## config.mk

```make
export PLATFORM = sky130hd
export DESIGN_NAME = phycal_seq
export DESIGN_NICKNAME = d
export VERILOG_FILES = /design/src/rtl/phycal_pkg.sv /design/src/rtl/phycal_xact.sv /design/src/rtl/phycal_timer.sv /design/src/rtl/phycal_entry.sv /design/src/rtl/phycal_seq.sv
export SDC_FILE = /design/constraint.sdc
export NUM_CORES = 1
export LEC_CHECK = 0
export BUFFER_PORTS_ARGS = -buffer_cell sky130_fd_sc_hd__buf_2
export CORE_MARGIN = 5
export CORE_UTILIZATION = 35
export DETAILED_ROUTE_END_ITERATION = 10
export PLACE_DENSITY_LB_ADDON = 0.05
export SYNTH_ARGS = -nofsm -noshare
export SYNTH_HDL_FRONTEND = slang
export SYNTH_HIERARCHICAL = 1
export SYNTH_SLANG_ARGS = --single-unit
```

## constraint.sdc

```tcl
create_clock -name clk -period 3.3 [get_ports clk]
set_input_delay 0.165 -clock clk [delete_from_list [all_inputs] [get_ports clk]]
set_output_delay 0.165 -clock clk [all_outputs]
set_load 0.005 [all_outputs]
```

## src/rtl/phycal_pkg.sv

```systemverilog
package phycal_pkg;

  localparam int AW = 6;
  localparam int DW = 16;

  localparam logic [AW-1:0] A_CAL  = 6'h09;
  localparam logic [AW-1:0] A_RNG  = 6'h0B;
  localparam logic [AW-1:0] A_DBG0 = 6'h0D;
  localparam logic [AW-1:0] A_DBG1 = 6'h10;
  localparam logic [AW-1:0] A_CODE = 6'h1F;
  localparam logic [AW-1:0] A_AMP  = 6'h20;
  localparam logic [AW-1:0] A_FINE = 6'h21;
  localparam logic [AW-1:0] A_POLL = 6'h30;

  localparam logic [DW-1:0] CAL_BIT    = 16'h0200;
  localparam logic [DW-1:0] DBG0_SET   = 16'h0040;
  localparam logic [DW-1:0] DBG1_MASK  = 16'h03F8;
  localparam logic [DW-1:0] DBG1_VALUE = 16'h03C0;

  typedef enum logic [4:0] {
    S_IDLE, S_TBL, S_TBL_WR, S_TBL_RD, S_TBL_RMW,
    S_TOG, S_TOG_RD, S_TOG_LO, S_TOG_WAIT, S_TOG_HI,
    S_DBG_RD0, S_DBG_RD1, S_DBG_WR0, S_DBG_WR1,
    S_POLL_RD, S_POLL_WAIT, S_RST0, S_RST1,
    S_OFS_RDC, S_OFS_RDR, S_OFS_WR, S_FIN
  } seq_st_e;

  // Trim values 1..7 are lifted to 8; 0 and 8..15 pass through.
  function automatic logic [3:0] trim_lift(input logic [3:0] t);
    return ((t != 4'd0) && (t < 4'd8)) ? 4'd8 : t;
  endfunction

  function automatic logic [DW-1:0] amp_merge(input logic [DW-1:0] base,
                                              input logic [7:0]    coarse,
                                              input logic [3:0]    trim);
    logic [DW-1:0] v;
    logic [3:0]    te;
    v  = base;
    te = trim_lift(trim);
    if (coarse != 8'hFF) v[7:0] = coarse;
    if (te != 4'd0)      v[7:4] = te;
    return v;
  endfunction

endpackage

```

## src/rtl/phycal_xact.sv

```systemverilog
module phycal_xact #(
  parameter int AW = 6,
  parameter int DW = 16
) (
  input  logic          clk,
  input  logic          rst_n,
  input  logic          go,
  input  logic          go_we,
  input  logic [AW-1:0] go_addr,
  input  logic [DW-1:0] go_wdata,
  input  logic          reg_ack,
  output logic          reg_req,
  output logic          reg_we,
  output logic [AW-1:0] reg_addr,
  output logic [DW-1:0] reg_wdata,
  output logic          xdone
);

  logic          req_q, req_d;
  logic          we_q, we_d;
  logic [AW-1:0] addr_q, addr_d;
  logic [DW-1:0] wdata_q, wdata_d;
  logic          load;

  always_comb begin
    load    = go && !req_q;
    req_d   = req_q;
    we_d    = we_q;
    addr_d  = addr_q;
    wdata_d = wdata_q;
    if (load) begin
      req_d   = 1'b1;
      we_d    = go_we;
      addr_d  = go_addr;
      wdata_d = go_wdata;
    end else if (req_q && reg_ack) begin
      req_d = 1'b0;
    end
  end

  always_ff @(posedge clk or negedge rst_n) begin
    if (!rst_n) begin
      req_q   <= 1'b0;
      we_q    <= 1'b0;
      addr_q  <= '0;
      wdata_q <= '0;
    end else begin
      req_q <= req_d;
      if (load) begin
        we_q    <= we_d;
        addr_q  <= addr_d;
        wdata_q <= wdata_d;
      end
    end
  end

  assign reg_req   = req_q;
  assign reg_we    = we_q;
  assign reg_addr  = addr_q;
  assign reg_wdata = wdata_q;
  assign xdone     = req_q && reg_ack;

endmodule

```

## src/rtl/phycal_timer.sv

```systemverilog
module phycal_timer #(
  parameter int CYC = 50000
) (
  input  logic clk,
  input  logic rst_n,
  input  logic go,
  output logic busy,
  output logic expire
);

  localparam int CW = (CYC < 2) ? 1 : $clog2(CYC);

  logic          busy_q, busy_d;
  logic [CW-1:0] cnt_q, cnt_d;

  always_comb begin
    expire = busy_q && (cnt_q == '0);
    busy_d = busy_q;
    cnt_d  = cnt_q;
    if (go && !busy_q) begin
      busy_d = 1'b1;
      cnt_d  = CW'(CYC - 1);
    end else if (expire) begin
      busy_d = 1'b0;
    end else if (busy_q) begin
      cnt_d = cnt_q - 1'b1;
    end
  end

  always_ff @(posedge clk or negedge rst_n) begin
    if (!rst_n) begin
      busy_q <= 1'b0;
      cnt_q  <= '0;
    end else begin
      busy_q <= busy_d;
      cnt_q  <= cnt_d;
    end
  end

  assign busy = busy_q;

endmodule

```

## src/rtl/phycal_entry.sv

```systemverilog
module phycal_entry
  import phycal_pkg::*;
#(
  parameter int IW = 6
) (
  input  logic [IW-1:0] idx,
  input  logic [AW-1:0] ent_addr,
  input  logic [DW-1:0] ent_data,
  input  logic [3:0]    trim_fuse,
  input  logic [7:0]    amp_coarse,
  input  logic [15:0]   amp_fine,
  output logic          wr_need,
  output logic          rmw_need,
  output logic [AW-1:0] wr_addr,
  output logic [DW-1:0] wr_data
);

  localparam int SLOT_AMP  = 32;
  localparam int SLOT_FINE = 33;

  logic empty, is_amp, is_fine, amp_ovr, fine_ovr;

  always_comb begin
    empty    = (ent_addr == '0) && (ent_data == '0);
    is_amp   = (idx == IW'(SLOT_AMP));
    is_fine  = (idx == IW'(SLOT_FINE));
    amp_ovr  = (amp_coarse != 8'hFF) || (trim_lift(trim_fuse) != 4'd0);
    fine_ovr = (amp_fine != 16'hFFFF);
    wr_need  = 1'b0;
    rmw_need = 1'b0;
    wr_addr  = ent_addr;
    wr_data  = ent_data;
    if (is_amp && empty && amp_ovr) begin
      rmw_need = 1'b1;
    end else if (is_amp && !empty) begin
      wr_need = 1'b1;
      wr_data = amp_merge(ent_data, amp_coarse, trim_fuse);
    end else if (is_fine && fine_ovr) begin
      wr_need = 1'b1;
      wr_addr = empty ? A_FINE : ent_addr;
      wr_data = amp_fine;
    end else begin
      wr_need = !empty;
    end
  end

endmodule

```

## src/rtl/phycal_seq.sv

```systemverilog
module phycal_seq
  import phycal_pkg::*;
#(
  parameter int TBL_DEPTH = 48,
  parameter int DLY_CYC   = 50000,
  parameter int POLL_MAX  = 10
) (
  input  logic        clk,
  input  logic        rst_n,
  input  logic        start,
  input  logic        cfg_load_tbl,
  input  logic        cfg_cal_pulse,
  input  logic        cfg_dbg_poll,
  input  logic        cfg_ofs_fix,
  input  logic [3:0]  trim_fuse,
  input  logic [7:0]  amp_coarse,
  input  logic [15:0] amp_fine,
  output logic [5:0]  tbl_idx,
  input  logic [5:0]  tbl_addr,
  input  logic [15:0] tbl_data,
  output logic        reg_req,
  output logic        reg_we,
  output logic [5:0]  reg_addr,
  output logic [15:0] reg_wdata,
  input  logic        reg_ack,
  input  logic [15:0] reg_rdata,
  output logic        done,
  output logic        fail
);

  localparam int IW  = 6;
  localparam int PCW = $clog2(POLL_MAX + 1);
  localparam logic [IW-1:0] CAL_SLOT = IW'(9);
  localparam logic [IW-1:0] LAST_IDX = IW'(TBL_DEPTH);

  seq_st_e        st_q, st_d;
  logic [IW-1:0]  idx_q, idx_d;
  logic [DW-1:0]  base_q, base_d;
  logic           base_ok_q, base_ok_d;
  logic [DW-1:0]  sv0_q, sv0_d, sv1_q, sv1_d;
  logic [DW-1:0]  tmp_q, tmp_d;
  logic [3:0]     code_q, code_d;
  logic [PCW-1:0] pcnt_q, pcnt_d;
  logic           fail_q, fail_d;

  logic          acc, acc_we;
  logic [AW-1:0] acc_addr;
  logic [DW-1:0] acc_wdata;
  logic          x_busy, xdone;
  logic          tmr_go, tmr_busy, tmr_exp, in_wait;
  logic          e_wr, e_rmw;
  logic [AW-1:0] e_addr;
  logic [DW-1:0] e_data;
  logic          tgl_en, slot_full, ofs_pinned;
  seq_st_e       after_tog, after_dbg;

  phycal_entry #(.IW(IW)) u_entry (
    .idx(idx_q), .ent_addr(tbl_addr), .ent_data(tbl_data),
    .trim_fuse(trim_fuse), .amp_coarse(amp_coarse), .amp_fine(amp_fine),
    .wr_need(e_wr), .rmw_need(e_rmw), .wr_addr(e_addr), .wr_data(e_data)
  );

  phycal_xact #(.AW(AW), .DW(DW)) u_xact (
    .clk(clk), .rst_n(rst_n), .go(acc && !x_busy), .go_we(acc_we),
    .go_addr(acc_addr), .go_wdata(acc_wdata), .reg_ack(reg_ack),
    .reg_req(x_busy), .reg_we(reg_we), .reg_addr(reg_addr),
    .reg_wdata(reg_wdata), .xdone(xdone)
  );

  phycal_timer #(.CYC(DLY_CYC)) u_tmr (
    .clk(clk), .rst_n(rst_n), .go(tmr_go), .busy(tmr_busy), .expire(tmr_exp)
  );

  assign reg_req   = x_busy;
  assign tgl_en    = cfg_cal_pulse || cfg_dbg_poll;
  assign after_dbg = cfg_ofs_fix ? S_OFS_RDC : S_FIN;
  assign after_tog = cfg_dbg_poll ? S_DBG_RD0 : after_dbg;
  assign slot_full = (tbl_addr != '0) || (tbl_data != '0);
  assign tbl_idx   = (st_q == S_TOG) ? CAL_SLOT : idx_q;
  assign in_wait   = (st_q == S_TOG_WAIT) || (st_q == S_POLL_WAIT);
  assign tmr_go    = in_wait && !tmr_busy;
  assign ofs_pinned = (code_q == 4'h0) || (code_q == 4'hF);

  // access selection
  always_comb begin
    acc = 1'b0; acc_we = 1'b0; acc_addr = '0; acc_wdata = '0;
    unique case (st_q)
      S_TBL_WR:  begin acc = 1'b1; acc_we = 1'b1; acc_addr = e_addr; acc_wdata = e_data; end
      S_TBL_RD:  begin acc = 1'b1; acc_addr = A_AMP; end
      S_TBL_RMW: begin acc = 1'b1; acc_we = 1'b1; acc_addr = A_AMP;
                       acc_wdata = amp_merge(tmp_q, amp_coarse, trim_fuse); end
      S_TOG_RD:  begin acc = 1'b1; acc_addr = A_CAL; end
      S_TOG_LO:  begin acc = 1'b1; acc_we = 1'b1; acc_addr = A_CAL; acc_wdata = base_q & ~CAL_BIT; end
      S_TOG_HI:  begin acc = 1'b1; acc_we = 1'b1; acc_addr = A_CAL; acc_wdata = base_q | CAL_BIT; end
      S_DBG_RD0: begin acc = 1'b1; acc_addr = A_DBG0; end
      S_DBG_RD1: begin acc = 1'b1; acc_addr = A_DBG1; end
      S_DBG_WR0: begin acc = 1'b1; acc_we = 1'b1; acc_addr = A_DBG0; acc_wdata = sv0_q | DBG0_SET; end
      S_DBG_WR1: begin acc = 1'b1; acc_we = 1'b1; acc_addr = A_DBG1;
                       acc_wdata = (sv1_q & ~DBG1_MASK) | DBG1_VALUE; end
      S_POLL_RD: begin acc = 1'b1; acc_addr = A_POLL; end
      S_RST0:    begin acc = 1'b1; acc_we = 1'b1; acc_addr = A_DBG0; acc_wdata = sv0_q; end
      S_RST1:    begin acc = 1'b1; acc_we = 1'b1; acc_addr = A_DBG1; acc_wdata = sv1_q; end
      S_OFS_RDC: begin acc = 1'b1; acc_addr = A_CODE; end
      S_OFS_RDR: begin acc = 1'b1; acc_addr = A_RNG; end
      S_OFS_WR:  begin acc = 1'b1; acc_we = 1'b1; acc_addr = A_RNG;
                       acc_wdata = {tmp_q[15:4], tmp_q[3:2] + 2'd1, tmp_q[1:0]}; end
      default: ;
    endcase
  end

  // next state
  always_comb begin
    st_d = st_q; idx_d = idx_q; base_d = base_q; base_ok_d = base_ok_q;
    sv0_d = sv0_q; sv1_d = sv1_q; tmp_d = tmp_q; code_d = code_q;
    pcnt_d = pcnt_q; fail_d = fail_q;
    unique case (st_q)
      S_IDLE: if (start) begin
        idx_d = '0; base_ok_d = 1'b0; fail_d = 1'b0;
        st_d  = cfg_load_tbl ? S_TBL : S_TOG;
      end
      S_TBL: begin
        if (idx_q == LAST_IDX) st_d = S_TOG;
        else if (e_rmw)        st_d = S_TBL_RD;
        else if (e_wr)         st_d = S_TBL_WR;
        else                   idx_d = idx_q + 1'b1;
      end
      S_TBL_WR, S_TBL_RMW: if (xdone) begin
        idx_d = idx_q + 1'b1; st_d = S_TBL;
      end
      S_TBL_RD: if (xdone) begin tmp_d = reg_rdata; st_d = S_TBL_RMW; end
      S_TOG: begin
        if (!tgl_en)        st_d = after_tog;
        else if (base_ok_q) st_d = S_TOG_LO;
        else if (slot_full) begin base_d = tbl_data; base_ok_d = 1'b1; st_d = S_TOG_LO; end
        else                st_d = S_TOG_RD;
      end
      S_TOG_RD: if (xdone) begin base_d = reg_rdata; base_ok_d = 1'b1; st_d = S_TOG_LO; end
      S_TOG_LO:   if (xdone)   st_d = S_TOG_WAIT;
      S_TOG_WAIT: if (tmr_exp) st_d = S_TOG_HI;
      S_TOG_HI:   if (xdone)   st_d = after_tog;
      S_DBG_RD0:  if (xdone) begin sv0_d = reg_rdata; st_d = S_DBG_RD1; end
      S_DBG_RD1:  if (xdone) begin sv1_d = reg_rdata; st_d = S_DBG_WR0; end
      S_DBG_WR0:  if (xdone) st_d = S_DBG_WR1;
      S_DBG_WR1:  if (xdone) begin pcnt_d = '0; st_d = S_POLL_RD; end
      S_POLL_RD: if (xdone) begin
        if (reg_rdata[15])                 st_d = S_RST0;
        else if (pcnt_q == PCW'(POLL_MAX)) begin fail_d = 1'b1; st_d = S_RST0; end
        else                               st_d = S_POLL_WAIT;
      end
      S_POLL_WAIT: if (tmr_exp) begin pcnt_d = pcnt_q + 1'b1; st_d = S_POLL_RD; end
      S_RST0: if (xdone) st_d = S_RST1;
      S_RST1: if (xdone) st_d = after_dbg;
      S_OFS_RDC: if (xdone) begin code_d = reg_rdata[4:1]; st_d = S_OFS_RDR; end
      S_OFS_RDR: if (xdone) begin
        tmp_d = reg_rdata;
        st_d  = (ofs_pinned && (reg_rdata[3:2] != 2'b11)) ? S_OFS_WR : S_FIN;
      end
      S_OFS_WR: if (xdone) st_d = S_TOG;
      S_FIN:    st_d = S_IDLE;
      default:  st_d = S_IDLE;
    endcase
  end

  always_ff @(posedge clk or negedge rst_n) begin
    if (!rst_n) begin
      st_q <= S_IDLE; idx_q <= '0; base_q <= '0; base_ok_q <= 1'b0;
      sv0_q <= '0; sv1_q <= '0; tmp_q <= '0; code_q <= '0;
      pcnt_q <= '0; fail_q <= 1'b0;
    end else begin
      st_q <= st_d; idx_q <= idx_d; base_q <= base_d; base_ok_q <= base_ok_d;
      sv0_q <= sv0_d; sv1_q <= sv1_d; tmp_q <= tmp_d; code_q <= code_d;
      pcnt_q <= pcnt_d; fail_q <= fail_d;
    end
  end

  assign done = (st_q == S_FIN);
  assign fail = fail_q;

endmodule

```

==> results of run 1 <==
==> state kept, by name, summed over array words and instances (netlist names) <==
signal            flops
u_xact/reg_we         1
code_q                4
u_xact/reg_wdata     16
pcnt_q                4
st_q                  5
sv1_q                16
tmp_q                16
sv0_q                16
u_tmr/cnt_q          16
idx_q                 6
base_q               15
u_xact/reg_req        1
u_tmr/busy            1
base_ok_q             1
fail                  1
u_xact/reg_addr       6
==> cells by family (layout without fill, tap and decap cells) <==
kind of cell,Yosys count,count (layout),share of synthesized area (%)
flops,125,125,39.93
xor+xnor,4,4,0.5432
mux,112,112,16.71
fa+ha+maj,5,5,0.7986
compound gates,189,189,16.93
simple gates,292,292,20.14
buf+inv,69,195,4.951
==> metrics by stage <==
step	total power, mW	instances	hold WS, ps	worst slack (ps)	area, um2
after global placement	6.127	1170	304.9	296.7	8753
final	8.008	1202	22.55	189.3	9318
after global routing	8.561	1202	5.160	37.54	9318
after CTS	8.043	1202	7.892	184.2	9318
after detailed placement	6.180	1170	315.8	205.6	8753
after floorplan	5.077	796	-130.6	381.0	7834
==> layer usage <==
| metal | vias up | share of wire (%) | wire [um] |
|---|---|---|---|
| met5 | - | 0 | 0 |
| met4 | 0 | 1.2 | 335 |
| met3 | 27 | 5.6 | 1528 |
| met2 | 250 | 45 | 12070 |
| met1 | 3436 | 48 | 13110 |
| li1 | 3224 | - | - |
==> timing repair <==
item	4_1_cts	5_1_grt
resized for setup	0	0
hold endpoints to repair	57	0
hold buffers	1	0
==> area by class of cell <==
cell class	count	area (um2)
Sequential cell	125	3128
Tap cell	280	350.3
Multi-Input combinational cell	602	4338
Inverter	17	63.81
Clock inverter	12	111.4
Clock buffer	19	442.9
Fill cell	2115	12640
Timing Repair Buffer	147	883.3
==> final timing paths <==
kind,start,endpoint
setup / recovery,idx_q[4]$_DFFE_PN0P_,u_xact/reg_wdata[8]$_DFFE_PN0P_
hold / removal,reg_rdata[11],sv1_q[11]$_DFFE_PN0P_
setup reg to reg,idx_q[4]$_DFFE_PN0P_,u_xact/reg_wdata[8]$_DFFE_PN0P_
hold reg to reg,sv0_q[15]$_DFFE_PN0P_,sv0_q[15]$_DFFE_PN0P_
max in group asynchronous,rst_n,idx_q[0]$_DFFE_PN0P_
min in group asynchronous,rst_n,pcnt_q[1]$_DFFE_PN0P_
==> worst register-to-register path: stages (launching register included) <==
cell and delay (ps):
dfrtp_1 440, or4b_4 580, nor4b_4 520, buf_4 270
mux2_2 350, a221o_1 310, a221o_1 260, mux2_4 250
==> report_power, final <==
part | total [mW] | internal, mW | leakage (nW) | switching [mW]
Sequential | 2.67 | 2.16 | 1.59 | 0.510
Clock | 1.81 | 1.06 | 0.266 | 0.754
Combinational | 3.52 | 1.58 | 2.29 | 1.95
==> cells in the final DEF (no fill, tap or decap), types with 4 or more instances in the layout <==
cell type	netlist	final
a21oi_1	41	41
a221o_1	4	4
a222oi_1	12	12
a22o_1	4	4
a22oi_1	13	13
a31oi_1	7	7
and2_1	6	6
and3_1	4	4
buf_2	12	104
buf_4	7	39
clkbuf_16	0	17
dfrtp_1	125	125
ha_1	5	5
inv_1	14	14
inv_6	0	4
mux2_2	68	68
mux2_4	20	20
mux2i_1	22	22
nand2_1	65	65
nand2b_1	12	12
nand3_1	23	23
nand4_1	15	15
nor2_1	70	70
nor2b_1	7	6
nor3_1	21	21
nor4_1	17	17
o211ai_1	17	17
o21a_1	8	8
o21ai_0	31	31
o21ai_1	7	7
o21ai_2	4	4
o31ai_1	5	5
or2_2	5	5
or3_1	12	12
or4_1	5	5
==> summary.txt, run 1 <==
Synthesis
  • Average cell area after synthesis: 9.841 um2
  • Cell with the most instances after synthesis: dfrtp_1
  • Largest area contributor in the netlist: dfrtp_1
  • Async SR Flop Fraction: 100.0%
  • Ys flop type: dfrtp_1
  • Seq/Total Area, Yosys: 39.93%
  • Top cell type's share of synthesized area: 39.93%
  • Synth Register Bits: 125
  • Number of enable flip-flop cells after synthesis: 0
  • Cell area after synthesis: 7834 um2
  • Synth cell count leaders: dfrtp_1, nor2_1, mux2_2
  • Synth Net Count: 875
  • Syn Inst Count: 796
  • Synth warn: 6
  • Synth area leaders: dfrtp_1, mux2_2, mux2_4
  • Netlist cell types: 87

Clocking
  • Clock Path Buffers: 2
  • TritonCTS clock tree: yes
  • H-tree depth: 4
  • Sink Count: 125
  • Num CTS Buffers: 17
  • Worst skew pair latency: 420 ps
  • Clk root buf: clkbuf_16
  • Post-CTS Setup Bufs: 0
  • Clk slew on worst S/H paths: 60 ps

Critical path
  • Crit path buffers/inverters: 1
  • Crit-path leading delay family: simple AND/OR/NAND/NOR gates
  • Critical Path RT: 3600 ps
  • CP cell instances: or4b_4 > nor4b_4 > buf_4 > mux2_2 > a221o_1 > a221o_1 > mux2_4
  • Stages on the worst setup path: 7
  • Reg2reg setup slack: 190 ps
  • FF-to-FF path depth: 7
  • Slowest stage delay, CP: 580 ps
  • CP max-delay cell: or4b_4
  • CP dominant cell by count: a221o_1
  • Kind of critical path: flop to flop
  • CP arrival: 3410 ps
  • CP Launch Type: flop
  • Crit-path max FO: 7
  • Crit end category: flop

Route
  • 1st-iter DRT viols: 617
  • Via density: 5.771
  • Final wirelength: 27050 um
  • DRC: 0
  • Post-DR wirelength/cell: 22.50 um
  • 1st-pass router iterations: 5
  • DR vias: 6937
  • Antenna viol nets, final: 0

STA
  • Final Hold Fails: 0
  • Worst slew pin tran: 957.2 ps
  • RSZ-0062 raised after global routing: false
  • Clock Skew: 8.734 ps
  • Final setup vio count: 0
  • Setup TNS: 0 ps
  • Fmax: 321.5 MHz
  • Crit path time final: 3111 ps
  • Slew headroom: 35.70%
  • Period Utilization, post-route: 94.26%
  • Slew Limit Fails: 0

Cells and area
  • Final net count: 989
  • Area Overhead vs Synth: 18.94%
  • Antenna diodes: 0
  • Final Core Density: 42.43%
  • Share of layout cells above drive strength 1: 32.00%

Power
  • Pwr/cell area: 859.4 nW/um2
  • Maximum vdd drop: 290.3 uV
  • LEAKAGE: 4.149 nW

Run
  • Max Cap Violations: 0

Floorplanning
  • I/O Pins: 106
  • Rows: 54
  • Core ar.: 21960 um2
  • Starting Density: 35.68%
  • Die area: 25470 um2
  • Chip Height: 159.6 um
  • Die X: 159.6 um

Global route
  • Largest net degree at the start of global routing: 60
  • GRT Total Usage: 21.22%
  • M3 GR Usage: 4.737%
  • Global Route met2 Usage: 32.29%
  • Met1 GRT Util: 30.73%
  • Number of global-route vias before repair: 7061
  • Layer with the highest usage: met2
  • Initial antenna violation count: 0
  • Grt ovf: 0
  • First-pass GRT wire length: 42220 um

Placement
  • Gp weighted congestion: 0.9188
  • DP HPWL: 19440 um
  • IO Port Bufs: 105

Outcome
  • Outcome: finished clean

Worst hold path
  • Hold crit path type: input pin to flop
  • Hold Path Stages: 2
Power figures use the tool's default switching activity.
==> run 2: changes to the inputs <==
--- a/config.mk
+++ b/config.mk
@@ -10,6 +10,7 @@
 export CORE_UTILIZATION = 35
 export DETAILED_ROUTE_END_ITERATION = 10
 export PLACE_DENSITY_LB_ADDON = 0.05
+export REMOVE_ABC_BUFFERS = 1
 export SYNTH_ARGS = -nofsm -noshare
 export SYNTH_HDL_FRONTEND = slang
 export SYNTH_HIERARCHICAL = 1
==> run 2 against run 1 <==
Compared with the run above: clock skew grew 5.0 ps; combinational power down 1%; non-clock buffer count shrank 1; register-to-register slack better by 70 ps; worst hold slack worse by 3.0 ps; highest routed layer unchanged; total power rose by 0.68%; wire length fell by 1.8%; critical path depth unchanged; critical path type unchanged; maximum frequency increased by 2.3%; clock power grew 6%; flip-flop and latch count did not move; largest cell class unchanged.
==> summary.txt, run 2 (synthesized netlist as in run 1, its figures left out) <==
Floorplanning
  • Starting Density: 35.68% (unchanged)
  • Die X: 159.6 um (unchanged)
  • I/O Pins: 106 (unchanged)
  • Chip Height: 159.6 um (unchanged)
  • Die area: 25470 um2 (unchanged)
  • Core ar.: 21960 um2 (unchanged)
  • Rows: 54 (unchanged)

Route
  • Post-DR wirelength/cell: 22.12 um (was 22.50 um)
  • Via density: 5.799 (was 5.771)
  • DRC: 0 (unchanged)
  • 1st-iter DRT viols: 628 (was 617)
  • 1st-pass router iterations: 5 (unchanged)
  • DR vias: 6964 (was 6937)
  • Antenna viol nets, final: 0 (unchanged)
  • Final wirelength: 26570 um (was 27050 um)

Outcome
  • Outcome: finished clean (unchanged)

Clocking
  • CTS resizes: 0 (unchanged)
  • H-tree depth: 4 (unchanged)
  • Clock Path Buffers: 2 (unchanged)
  • Sink Count: 125 (unchanged)
  • Worst skew pair latency: 430 ps (was 420 ps)
  • Post-CTS Setup Bufs: 0 (unchanged)
  • TritonCTS clock tree: yes (unchanged)
  • Clk root buf: clkbuf_16 (unchanged)
  • Clk slew on worst S/H paths: 70 ps (was 60 ps)
  • Num CTS Buffers: 17 (unchanged)

Critical path
  • FF-to-FF path depth: 7 (unchanged)
  • Crit-path max FO: 10 (was 7)
  • CP Launch Type: flop (unchanged)
  • Reg2reg start: idx_q[3]$_DFFE_PN0P_ (was idx_q[4]$_DFFE_PN0P_)
  • Kind of critical path: flop to flop (unchanged)
  • CP max-delay cell: or4b_4 (unchanged)
  • Crit end category: flop (unchanged)
  • Reg2reg setup slack: 260 ps (was 190 ps)
  • R2r endpoint: u_xact/reg_wdata[9]$_DFFE_PN0P_ (was u_xact/reg_wdata[8]$_DFFE_PN0P_)
  • Critical Path RT: 3610 ps (was 3600 ps)
  • CP cell instances: or4b_4 > nor4b_4 > buf_4 > mux2_2 > a221oi_1 > nand2_1 > mux2_4 (was or4b_4 > nor4b_4 > buf_4 > mux2_2 > a221o_1 > a221o_1 > mux2_4)
  • CP arrival: 3350 ps (was 3410 ps)
  • Slowest stage delay, CP: 590 ps (was 580 ps)

Global route
  • Initial antenna violation count: 0 (unchanged)
  • Grt ovf: 0 (unchanged)
  • Number of global-route vias before repair: 7001 (was 7061)
  • Largest net degree at the start of global routing: 126 (was 60)
  • GRT Total Usage: 20.81% (was 21.22%)
  • First-pass GRT wire length: 41860 um (was 42220 um)

STA
  • Fmax: 328.7 MHz (was 321.5 MHz)
  • Final Hold Fails: 0 (unchanged)
  • Crit path time final: 3042 ps (was 3111 ps)
  • Worst hold slack: 19.52 ps (was 22.55 ps)
  • RSZ-0062 raised after global routing: false (unchanged)
  • Slew headroom: 14.46% (was 35.70%)
  • Period Utilization, post-route: 92.18% (was 94.26%)
  • Slew Limit Fails: 0 (unchanged)
  • Final setup vio count: 0 (unchanged)
  • Clock Skew: 13.73 ps (was 8.734 ps)
  • Worst slew pin tran: 1278 ps (was 957.2 ps)

Placement
  • Gp weighted congestion: 0.9029 (was 0.9188)
  • DP HPWL: 18720 um (was 19440 um)
  • IO Port Bufs: 105 (unchanged)

Cells and area
  • Antenna diodes: 0 (unchanged)
  • Reg area: 3128 um2 (unchanged)
  • Multi-input logic area: 4338 um2 (unchanged)
  • Fill count: 2127 (was 2115)
  • Area Overhead vs Synth: 19.15% (was 18.94%)
  • Share of layout cells above drive strength 1: 31.81% (was 32.00%)
  • Most common cell after layout, fill and taps aside: dfrtp_1 (unchanged)
  • Final net count: 988 (was 989)
  • Commonest cells after routing, fill and taps aside: dfrtp_1, buf_2, nor2_1 (unchanged)

Power
  • Pwr/cell area: 863.8 nW/um2 (was 859.4 nW/um2)
  • LEAKAGE: 4.149 nW (about the same)
  • Post-layout power: 8.062 mW (was 8.008 mW)
  • Maximum vdd drop: 392.8 uV (was 290.3 uV)

Worst hold path
  • Hold Path Stages: 2 (unchanged)
  • Hold crit path type: input pin to flop (unchanged)
  • Hold worst-path end: sv1_q[13]$_DFFE_PN0P_ (was sv1_q[11]$_DFFE_PN0P_)
  • Hold Path Origin: reg_rdata[13] (was reg_rdata[11])

Run
  • Max Cap Violations: 0 (unchanged)
run 2: cell count changes in the layout (fill, tap and decap cells not counted), sizes merged:
cell | previous run | this run
buf | 146 | 143
inv | 20 | 21
clkbuf | 19 | 17
bufinv | 1 | 2
dlygate4sd3 | 1 | 3
run 2: layout make-up:
type,count,area share (%)
well taps,280,3.753
clock inverters,14,1.716
inverters,17,0.6836
clock buffers,17,4.558
multi-input cells,602,46.47
repair buffers,146,9.303
flip-flops and latches,125,33.51
run 2: power by group:
group	total (mW)	leakage, nW	internal, mW	switching [mW]
combinational	3.48	2.28	1.57	1.91
sequential	2.67	1.59	2.16	0.506
clock	1.91	0.279	1.12	0.789
total	8.06	4.15	4.86	3.21
run 2: routing by layer:
layer / global-route usage, % / up-vias / share of wire (%)
met5: 0 / - / 0
met1: 30.28 / 3479 / 48
met3: 4.660 / 32 / 5.6
li1: - / 3231 / -
met4: 5.602 / 0 / 1.7
met2: 31.21 / 222 / 45
run 2: repair_timing:
item,CTS,global route
endpoints found under the hold margin,128,0
setup endpoints to repair,0,0
hold buffers,3,0
run 2: per-stage QoR:
stage	util, %	cell area, um2	cells	setup TNS, ps	setup WS, ps
2_1_floorplan	-	7510	744	-12260	-535.1
3_3_place_gp	39.70	8718	1167	0	325.7
3_5_place_dp	39.70	8718	1167	0	277.2
4_1_cts	42.51	9334	1201	0	274.0
5_1_grt	42.51	9334	1201	0	139.8
6_report	42.51	9334	1201	0	258.2
run 2: how the worst max path moves through the flow:
stage / startpoint / to / slack (ps) / depth (start not counted)
after detailed placement: idx_q[3]$_DFFE_PN0P_ / u_xact/reg_wdata[5]$_DFFE_PN0P_ / 280 / 8
final: idx_q[3]$_DFFE_PN0P_ / u_xact/reg_wdata[9]$_DFFE_PN0P_ / 260 / 7
after global routing: idx_q[3]$_DFFE_PN0P_ / u_xact/reg_wdata[6]$_DFFE_PN0P_ / 140 / 9
after floorplan: st_q[4]$_DFFE_PN0P_ / u_xact/reg_addr[1]$_DFFE_PN0P_ / -540 / 7
after CTS: idx_q[3]$_DFFE_PN0P_ / u_xact/reg_wdata[5]$_DFFE_PN0P_ / 270 / 8
after global placement: idx_q[3]$_DFFE_PN0P_ / u_xact/reg_wdata[5]$_DFFE_PN0P_ / 330 / 8
run 2: worst max-delay path: cells and delay by family (launching register included):
family	cells	cell delay, ps
AOI/OAI and AO/OA	1	470
buffers and inverters	1	270
DFF	1	460
muxes	2	630
and+or+nand+nor	3	1090
==> run 3: changes to the inputs <==
--- a/config.mk
+++ b/config.mk
@@ -7,7 +7,7 @@
 export LEC_CHECK = 0
 export BUFFER_PORTS_ARGS = -buffer_cell sky130_fd_sc_hd__buf_2
 export CORE_MARGIN = 5
-export CORE_UTILIZATION = 35
+export CORE_UTILIZATION = 59
 export DETAILED_ROUTE_END_ITERATION = 10
 export PLACE_DENSITY_LB_ADDON = 0.05
 export REMOVE_ABC_BUFFERS = 1
==> run 3 against run 2 <==
Compared with the run above: worst setup slack gained 26 ps; first-iteration DRC count grew 29%; clock skew shrank 4.9 ps.
==> summary.txt, run 3 (synthesized netlist as in run 1, its figures left out) <==
Outcome
  • Outcome: finished clean (unchanged)

Critical path
  • Crit-path leading delay family: simple AND/OR/NAND/NOR gates (unchanged)
  • Crit-path max FO: 7 (was 10)
  • Slowest stage delay, CP: 580 ps (was 590 ps)
  • CP cell instances: or4b_4 > nor4b_4 > buf_4 > mux2_2 > a221o_1 > a221o_1 > mux2_4 (was or4b_4 > nor4b_4 > buf_4 > mux2_2 > a221oi_1 > nand2_1 > mux2_4)
  • CP arrival: 3320 ps (was 3350 ps)
  • CP dominant cell by count: a221o_1
  • FF-to-FF path depth: 7 (unchanged)
  • Kind of critical path: flop to flop (unchanged)
  • Reg2reg setup slack: 280 ps (was 260 ps)
  • CP max-delay cell: or4b_4 (unchanged)
  • Crit end category: flop (unchanged)
  • Stages on the worst setup path: 7 (unchanged)
  • Crit path buffers/inverters: 1 (unchanged)
  • CP Launch Type: flop (unchanged)
  • Critical Path RT: 3610 ps (about the same)

Clocking
  • H-tree depth: 4 (unchanged)
  • Clock Path Buffers: 2 (unchanged)
  • # hold bufs at CTS: 1 (was 3)
  • Clk slew on worst S/H paths: 60 ps (was 70 ps)
  • Post-CTS Setup Bufs: 0 (unchanged)
  • Worst skew pair latency: 420 ps (was 430 ps)
  • Sink Count: 125 (unchanged)
  • Clk root buf: clkbuf_16 (unchanged)
  • CTS resizes: 0 (unchanged)
  • TritonCTS clock tree: yes (unchanged)
  • Num CTS Buffers: 17 (unchanged)

Floorplanning
  • Die area: 15680 um2 (was 25470 um2)
  • Chip Height: 125.2 um (was 159.6 um)
  • Rows: 42 (was 54)
  • Core ar.: 13140 um2 (was 21960 um2)
  • Starting Density: 59.63% (was 35.68%)
  • Die X: 125.2 um (was 159.6 um)
  • I/O Pins: 106 (unchanged)

Power
  • Switching portion of total power: 40.06% (was 39.76%)
  • P_sw: 3.198 mW (was 3.205 mW)
  • Sequential share of power: 33.6% (was 33.1%)
  • Combinational share of power: 43.5% (was 43.2%)
  • Post-layout power: 7.984 mW (was 8.062 mW)
  • Maximum vdd drop: 573.2 uV (was 392.8 uV)
  • LEAKAGE: 4.130 nW (was 4.149 nW)
  • Pwr/cell area: 871.7 nW/um2 (was 863.8 nW/um2)
  • P_int: 4.786 mW (was 4.857 mW)
  • Clk pwr share: 22.9% (was 23.7%)

STA
  • Final setup vio count: 0 (unchanged)
  • Worst slew pin tran: 847.4 ps (was 1278 ps)
  • Period Utilization, post-route: 91.39% (was 92.18%)
  • Slew Limit Fails: 0 (unchanged)
  • Clock Skew: 8.826 ps (was 13.73 ps)
  • Fmax: 331.6 MHz (was 328.7 MHz)
  • Final Hold Fails: 0 (unchanged)
  • Slew headroom: 43.50% (was 14.46%)
  • RSZ-0062 raised after global routing: false (unchanged)
  • Worst hold slack: 21.65 ps (was 19.52 ps)
  • Crit path time final: 3016 ps (was 3042 ps)

Global route
  • Grt ovf: 0 (unchanged)
  • Number of global-route vias before repair: 7310 (was 7001)
  • First-pass GRT wire length: 39860 um (was 41860 um)
  • GRT Total Usage: 31.79% (was 20.81%)
  • Initial antenna violation count: 0 (unchanged)
  • Largest net degree at the start of global routing: 65 (was 126)

Route
  • 1st-pass router iterations: 6 (was 5)
  • 1st-iter DRT viols: 813 (was 628)
  • DR vias: 7254 (was 6964)
  • Post-DR wirelength/cell: 22.62 um (was 22.12 um)
  • Antenna viol nets, final: 0 (unchanged)
  • Via density: 6.625 (was 5.799)
  • DRC: 0 (unchanged)
  • Final wirelength: 24770 um (was 26570 um)

Placement
  • Gp weighted congestion: 0.9730 (was 0.9029)
  • Placed Cells: 1062 (was 1167)
  • DP HPWL: 17530 um (was 18720 um)
  • IO Port Bufs: 105 (unchanged)

Cells and area
  • Fill count: 1023 (was 2127)
  • Fin cells: 1095 (was 1201)
  • Reg area: 3128 um2 (unchanged)
  • Final net count: 985 (was 988)
  • Antenna diodes: 0 (unchanged)
  • Most common cell after layout, fill and taps aside: dfrtp_1 (unchanged)
  • Share of layout cells above drive strength 1: 31.88% (was 31.81%)
  • Multi-input logic area: 4330 um2 (was 4338 um2)
  • Area Overhead vs Synth: 16.91% (was 19.15%)
  • Commonest cells after routing, fill and taps aside: dfrtp_1, buf_2, nor2_1 (unchanged)

Worst hold path
  • Hold crit path type: input pin to flop (unchanged)
  • Hold Path Stages: 2 (unchanged)

Run
  • Max Cap Violations: 0 (unchanged)
-- run 3: cell count changes in the layout (fill, tap and decap cells not counted) --
cell           previous run  this run
buf_4                    37        36
a211oi_2                  0         1
inv_6                     4         3
clkinvlp_4                3         4
bufinv_16                 2         1
clkbuf_8                  0         1
inv_8                     1         2
a211oi_4                  1         0
clkinv_2                  1         2
clkinv_4                  3         2
dlygate4sd3_1             3         1
-- run 3: final cells by class --
class                   count  share of cell area, %
multi-input cells         602                  47.28
inverters                  17                 0.6967
clock buffers              18                  4.795
well taps                 176                  2.404
repair buffers            143                  9.180
clock inverters            14                  1.489
flip-flops and latches    125                  34.15
-- run 3: worst reg2reg max path, delay by kind of cell (launching register included) --
| family | cells | cell delay, ps |
|---|---|---|
| simple gates | 2 | 1030 |
| mux | 2 | 610 |
| compound gates | 2 | 590 |
| flops | 1 | 430 |
| buf+inv | 1 | 250 |
-- run 3: power by group through the flow --
stage	Clock, mW	Sequential [mW]	Combinational [mW]
2_1_floorplan	0	2.67	2.19
3_3_place_gp	0	2.65	3.36
3_5_place_dp	0	2.69	3.42
4_1_cts	1.84	2.67	3.45
5_1_grt	1.93	2.77	3.77
6_report	1.83	2.69	3.47
-- run 3: routing by layer --
layer	part of all wire (%)	track usage (%)	wire length, um
met5	0	0	0
met1	41	42.81	10170
met4	3.0	10.33	751
met2	47	50.96	11670
met3	8.8	7.633	2175
-- run 3: metrics by stage --
stage	setup TNS (ps)	worst slack, ps	util, %	cell area [um2]
2_1_floorplan	-12260	-535.1	-	7510
3_3_place_gp	0	406.7	65.26	8573
3_5_place_dp	0	293.3	65.26	8573
4_1_cts	0	283.0	69.71	9159
5_1_grt	0	159.5	69.71	9159
6_report	0	284.2	69.71	9159
-- run 3: worst paths after layout --
check,start,endpoint
max in group asynchronous,rst_n,tmp_q[7]$_DFFE_PN0P_
min in group asynchronous,rst_n,base_ok_q$_DFFE_PN0P_
worst min-delay path,reg_rdata[9],sv1_q[9]$_DFFE_PN0P_
worst min register to register,u_xact/reg_addr[3]$_DFFE_PN0P_,u_xact/reg_addr[3]$_DFFE_PN0P_
worst max register to register,idx_q[4]$_DFFE_PN0P_,u_xact/reg_wdata[8]$_DFFE_PN0P_
worst max-delay path,idx_q[4]$_DFFE_PN0P_,u_xact/reg_wdata[8]$_DFFE_PN0P_
